===== src/rtl/rxerr_cnt_pkg.sv =====
package rxerr_cnt_pkg;

    // Per-frame history kept by the tracker
    typedef struct packed {
        logic act;       // rx_active delayed by one cycle
        logic err_seen;  // an error was flagged in this frame
        logic col_seen;  // a collision was flagged in this frame
    } trk_state_t;

    // Register access decode result
    typedef struct packed {
        logic rd_hit;
        logic wr_hit;
        logic sel;
    } acc_t;

endpackage


===== src/rtl/rxerr_frame_tracker.sv =====
module rxerr_frame_tracker
    import rxerr_cnt_pkg::*;
(
    input  logic clk,
    input  logic rst_n,
    input  logic rx_active,
    input  logic rx_err,
    input  logic col,
    output logic commit_o
);

    trk_state_t st_d, st_q;
    logic       sof, eof;

    always_comb begin
        st_d     = st_q;
        sof      = rx_active & ~st_q.act;
        eof      = ~rx_active & st_q.act;
        st_d.act = rx_active;
        if (sof) begin
            st_d.err_seen = rx_err;
            st_d.col_seen = col;
        end else if (rx_active) begin
            st_d.err_seen = st_q.err_seen | rx_err;
            st_d.col_seen = st_q.col_seen | col;
        end
        commit_o = eof & st_q.err_seen & ~st_q.col_seen;
    end

    always_ff @(posedge clk) begin
        if (!rst_n) st_q <= '0;
        else        st_q <= st_d;
    end

    // an increment is requested in one cycle only, never in two cycles back to back
    assert_one_commit_R2: assert property (@(posedge clk) disable iff (!rst_n)
        commit_o |=> !commit_o);

    // a collision seen during an active cycle blocks the commit when the frame ends
    assert_col_blocks_R4: assert property (@(posedge clk) disable iff (!rst_n)
        (rx_active && col) |=> (rx_active || !commit_o));

    // an increment is requested only when the frame has just finished
    assert_commit_at_end_R3: assert property (@(posedge clk) disable iff (!rst_n)
        commit_o |-> (!rx_active && $past(rx_active)));

endmodule


===== src/rtl/rxerr_reg_decode.sv =====
module rxerr_reg_decode
    import rxerr_cnt_pkg::*;
#(
    parameter int          AW       = 5,
    parameter logic [AW-1:0] CNT_ADDR = 5'h15
) (
    input  logic [AW-1:0] reg_addr,
    input  logic          reg_rd,
    input  logic          reg_wr,
    output acc_t          acc_o
);

    always_comb begin
        acc_o.sel    = (reg_addr == CNT_ADDR);
        acc_o.wr_hit = acc_o.sel & reg_wr;
        acc_o.rd_hit = acc_o.sel & reg_rd & ~reg_wr;
    end

endmodule


===== src/rtl/rxerr_count_core.sv =====
module rxerr_count_core #(
    parameter int W = 16
) (
    input  logic         clk,
    input  logic         rst_n,
    input  logic         commit_i,
    input  logic         rd_hit_i,
    input  logic         wr_hit_i,
    input  logic [W-1:0] wdata_i,
    output logic [W-1:0] cnt_o
);

    localparam logic [W-1:0] ONE = W'(1);

    logic [W-1:0] cnt_d, cnt_q;

    always_comb begin
        cnt_d = cnt_q;
        if (wr_hit_i)       cnt_d = wdata_i;
        else if (rd_hit_i)  cnt_d = commit_i ? ONE : '0;
        else if (commit_i)  cnt_d = cnt_q + ONE;
    end

    always_ff @(posedge clk) begin
        if (!rst_n) cnt_q <= '0;
        else        cnt_q <= cnt_d;
    end

    assign cnt_o = cnt_q;

    // an increment steps the count by one and wraps modulo 2**W
    assert_step_wrap_R5: assert property (@(posedge clk) disable iff (!rst_n)
        (commit_i && !rd_hit_i && !wr_hit_i) |=> (cnt_q == W'($past(cnt_q) + ONE)));

    // a plain read empties the counter
    assert_read_clears_R6: assert property (@(posedge clk) disable iff (!rst_n)
        (rd_hit_i && !commit_i && !wr_hit_i) |=> (cnt_q == '0));

    // an increment that coincides with a read is kept
    assert_read_keeps_event_R7: assert property (@(posedge clk) disable iff (!rst_n)
        (rd_hit_i && commit_i && !wr_hit_i) |=> (cnt_q == ONE));

    // with no access and no increment the counter holds
    assert_hold_R9: assert property (@(posedge clk) disable iff (!rst_n)
        (!commit_i && !rd_hit_i && !wr_hit_i) |=> $stable(cnt_q));

endmodule


===== src/rtl/rx_err_pkt_counter.sv =====
module rx_err_pkt_counter
    import rxerr_cnt_pkg::*;
#(
    parameter int              W        = 16,
    parameter int              AW       = 5,
    parameter logic [AW-1:0]   CNT_ADDR = 5'h15
) (
    input  logic          clk,
    input  logic          rst_n,
    input  logic          rx_active,
    input  logic          rx_err,
    input  logic          col,
    input  logic [AW-1:0] reg_addr,
    input  logic          reg_rd,
    input  logic          reg_wr,
    input  logic [W-1:0]  reg_wdata,
    output logic [W-1:0]  reg_rdata
);

    logic         commit;
    acc_t         acc;
    logic [W-1:0] cnt;

    rxerr_frame_tracker i_trk (
        .clk       (clk),
        .rst_n     (rst_n),
        .rx_active (rx_active),
        .rx_err    (rx_err),
        .col       (col),
        .commit_o  (commit)
    );

    rxerr_reg_decode #(.AW(AW), .CNT_ADDR(CNT_ADDR)) i_dec (
        .reg_addr (reg_addr),
        .reg_rd   (reg_rd),
        .reg_wr   (reg_wr),
        .acc_o    (acc)
    );

    rxerr_count_core #(.W(W)) i_core (
        .clk      (clk),
        .rst_n    (rst_n),
        .commit_i (commit),
        .rd_hit_i (acc.rd_hit),
        .wr_hit_i (acc.wr_hit),
        .wdata_i  (reg_wdata),
        .cnt_o    (cnt)
    );

    assign reg_rdata = acc.sel ? cnt : '0;

    // a matching write lands in the counter regardless of other events
    assert_write_loads_R8: assert property (@(posedge clk) disable iff (!rst_n)
        (reg_wr && reg_addr == CNT_ADDR) |=> (cnt == $past(reg_wdata)));

    // a foreign address reads as zero
    assert_foreign_zero_R9: assert property (@(posedge clk) disable iff (!rst_n)
        (reg_addr != CNT_ADDR) |-> (reg_rdata == '0));

endmodule


===== config.mk =====
export PLATFORM = sky130hd
export DESIGN_NAME = rx_err_pkt_counter
export DESIGN_NICKNAME = d
export VERILOG_FILES = /design/src/rtl/rxerr_cnt_pkg.sv /design/src/rtl/rxerr_frame_tracker.sv /design/src/rtl/rxerr_reg_decode.sv /design/src/rtl/rxerr_count_core.sv /design/src/rtl/rx_err_pkt_counter.sv
export SDC_FILE = /design/constraint.sdc
export NUM_CORES = 1
export LEC_CHECK = 0
export ABC_AREA = 0
export BUFFER_PORTS_ARGS = -buffer_cell sky130_fd_sc_hd__buf_2
export CAP_MARGIN = 20
export CORE_MARGIN = 8
export CORE_UTILIZATION = 25
export CTS_BUF_LIST = sky130_fd_sc_hd__clkbuf_4
export DETAILED_ROUTE_END_ITERATION = 16
export HOLD_SLACK_MARGIN = 0.05
export SKIP_CTS_REPAIR_TIMING = 1
export SLEW_MARGIN = 25
export SYNTH_ARGS = -nofsm -noshare
export SYNTH_HDL_FRONTEND = slang
export SYNTH_SLANG_ARGS = --single-unit

===== constraint.sdc =====
create_clock -name clk -period 1.7 [get_ports clk]
set_clock_uncertainty 0.1 [all_clocks]
set_input_delay 0 -clock clk [delete_from_list [all_inputs] [get_ports clk]]
set_output_delay 0 -clock clk [all_outputs]
set_load 0.005 [all_outputs]

==> qor.json <==
{
  "clock_network": {
    "tritoncts.num_buffers": 3,
    "clk_latency_ns": 0.31,
    "clock_tree_from_tritoncts": "built",
    "cts.sink_count": 19,
    "h-tree-depth": 1,
    "cts.clk_slew.worst_paths_ns": 0.12,
    "cts_root_buf": "clkbuf_4",
    "clock_path_buffers": 2
  },
  "grt": {
    "grt_first_pass_wirelength_mm": 7.803,
    "groute.usage.overall_pct": 11.15,
    "grt_start_max_net_pins": 30,
    "number_of_antenna_violations_at_the_first_check_in_global_routing": 0,
    "first_global_vias": 1615,
    "grt_overflow_total": 0
  },
  "worst_setup_path": {
    "worstSetupStartpointType": "input pin",
    "critical_path_required_ns": 1.83,
    "critical-path-max-stage-delay_ns": 0.57,
    "timing.critical_path.slowest_stage_cell": "dlygate4sd3_1",
    "worstSetupEndpointType": "flop",
    "timing.critical_path.cells": "buf_2, nor4bb_4, buf_12, and2_1, buf_4, nand3_1, dlygate4sd3_1, o31ai_1",
    "timing.setup.critical_path_class": "input pin to flop",
    "worst_ep_arrival_time_ns": 1.74,
    "cp_max_fo": 29
  },
  "pwr": {
    "share_seq_of_total_power_pct": 52.5,
    "p_int_w": 0.0006434,
    "clock_power_share_pct": 29.8,
    "switching_share_pct": 26.50,
    "p_per_area_nw_per_um2": 423.3,
    "pwr-share-comb_pct": 17.8,
    "leakage_nw": 0.9512,
    "p_sw_w": 0.0002320,
    "irDropWorstVdd_v": 0.0003014,
    "p_total_w": 0.0008754
  },
  "floorplanning": {
    "dieArea_um2": 8348,
    "number_of_top_level_pins": 44,
    "start_util_pct": 25.79,
    "std_cell_rows": 27,
    "die_width_um": 91.37,
    "design.core.area_um2": 5507,
    "chipHeight_um": 91.37
  },
  "timing": {
    "relSlewSlack_pct": 71.57,
    "final_period_minus_worst_setup_slack_ns": 1.605,
    "worst_hold_slack_across_all_endpoints_ns": 0.01413,
    "period_utilization_pct": 94.41,
    "final-hold-violation-count": 0,
    "final.setup.tns_ns": 0,
    "fmax_ghz": 0.6231,
    "setup_viol": 0,
    "tightest_slew_ns": 0.4254,
    "final_max_slew_viol_count": 0
  },
  "yosys": {
    "synth_edf_count": 0,
    "post_synth_inst_count": 172,
    "mappedNetlistArea_um2": 1420,
    "async_flop_share_pct": 0,
    "mean_area_per_synthesized_cell_um2": 8.256,
    "yosys_warnings": 0,
    "nets_in_the_synthesized_netlist": 201,
    "synth-main-ff-cell": "dfxtp_1",
    "yosys_register_bits": 19,
    "post_synthesis_sequential_area_ratio_pct": 26.78,
    "yosysUniqueCellTypes": 53
  },
  "final_layout": {
    "footprint_of_the_multi_input_gates_um2": 968.4,
    "postLayoutCellArea_um2": 2068,
    "layout_common_cells": "buf_2, and3_1, buf_4, dlygate4sd3_1, dfxtp_1",
    "final_layout_size_suffix_gt1_share_pct": 36.44,
    "final.fill_count": 573,
    "antennaDiodeCount": 0,
    "regArea_um2": 389.1,
    "layout.cells.most_common": "buf_2",
    "synthToLayoutAreaGrowth_pct": 45.64,
    "net_total_in_the_final_layout": 277
  },
  "placed_design": {
    "detailedPlacementHpwl_mm": 3.585,
    "placement.cell_area_um2": 1826,
    "io_buffers": 43,
    "place.gp.congestion": 0.7980
  },
  "min_path": {
    "hold_path_class": "input pin to flop"
  },
  "routing": {
    "dr.pass1.iters": 4,
    "drt_drc_violations_left": 0,
    "antenna_left": 0,
    "num_vias": 1648,
    "routed_wl_mm": 4.920,
    "drt-wirelength-per-cell_um": 15.42,
    "drt-vias-per-instance": 5.166,
    "dr.first_iter.drc_count": 138
  },
  "flow_run": {
    "max_cap_viol_count": 0
  },
  "run_status": {
    "outcome": "finished clean"
  }
}
-- critical path, delay by kind of cell --
family / cells / cell delay (ns)
AND/OR/NAND/NOR: 3 / 0.59
buffers and inverters: 4 / 1.08
AO/OA/AOI/OAI: 1 / 0.06
-- sequential cells by signal, summed over array words and instances (netlist names) --
| name | flops |
|---|---|
| i_trk.st_q | 3 |
| i_core.cnt_o | 16 |
-- worst paths after layout --
path | startpoint | end | slack (ns) | depth (start not counted)
max | reg_addr[1] | i_core.cnt_o[6] | 0.1 | 8
min | reg_rd | i_core.cnt_o[0] | 0.01 | 4
max reg2reg | i_core.cnt_o[1] | i_core.cnt_o[14] | 0.11 | 5
min reg2reg | i_trk.st_q[1] | i_trk.st_q[1] | 0.44 | 2
-- power groups by stage --
stage	clock, W	sequential (W)	combinational (W)
final	0.000261	0.000459	0.000156
after global routing	0.000283	0.000461	0.000169
after CTS	0.000272	0.000461	0.000122
after detailed placement	0	0.000470	0.000121
after global placement	0	0.000470	0.000120
after floorplan	0	0.000470	0.0000572
-- through the flow --
| stage | setup WS [ns] | std cells | utilization (%) |
|---|---|---|---|
| 4_1_cts | 0.04970 | 299 | 33.70 |
| 5_1_grt | -0.0002995 | 319 | 37.56 |
| 6_report | 0.09509 | 319 | 37.56 |
| 3_3_place_gp | 0.1051 | 295 | 33.15 |
| 3_5_place_dp | 0.06527 | 295 | 33.15 |
| 2_1_floorplan | 0.04822 | 172 | - |
-- cells in the mapped netlist (2+ instances only) --
master	n	area, µm²
a21oi_1	10	50.05
a22oi_1	5	37.54
a31o_2	2	17.52
a31oi_1	2	12.51
and2_1	6	37.54
and3_1	21	131.4
buf_2	4	20.02
buf_4	2	15.01
buf_6	3	33.78
clkbuf_1	3	11.26
dfxtp_1	19	380.4
inv_1	2	7.510
mux2i_1	2	20.02
nand2_1	12	45.04
nand3_1	13	65.06
nand4_4	2	42.54
nand4bb_1	2	22.52
nor2_1	4	15.01
nor3_1	8	40.04
nor4_1	4	25.02
o211ai_1	2	15.01
o21a_1	2	15.01
o21ai_0	7	35.03
o221a_2	2	22.52
o311ai_0	2	17.52
o31ai_1	2	15.01
xnor2_1	3	26.28
-- kinds of logic after synthesis --
| kind of cell | share of synthesized area (%) |
|---|---|
| AND/OR/NAND/NOR | 38.77 |
| adder cells (fa/ha/maj) | 0.8809 |
| multiplexers | 1.410 |
| buffers and inverters | 6.519 |
| flip-flops | 26.78 |
| XOR/XNOR | 1.851 |
| AO/OA/AOI/OAI | 23.79 |
-- layout make-up --
cell class	count	area share [%]
clock buffer	4	1.452
tap	72	4.356
sequential	19	18.81
multi-input combinational	138	46.82
inverter	2	0.3630
timing repair buffer	84	28.19
-- metal layers --
metal	vias to the layer above	GRT usage, %	share of wire, %
met3	4	3.128	5.1
met1	771	13.27	44
met5	-	0	0
li1	824	-	-
met4	0	3.001	0.96
met2	49	19.11	50
Note: power is estimated with default switching activity, not from simulation.
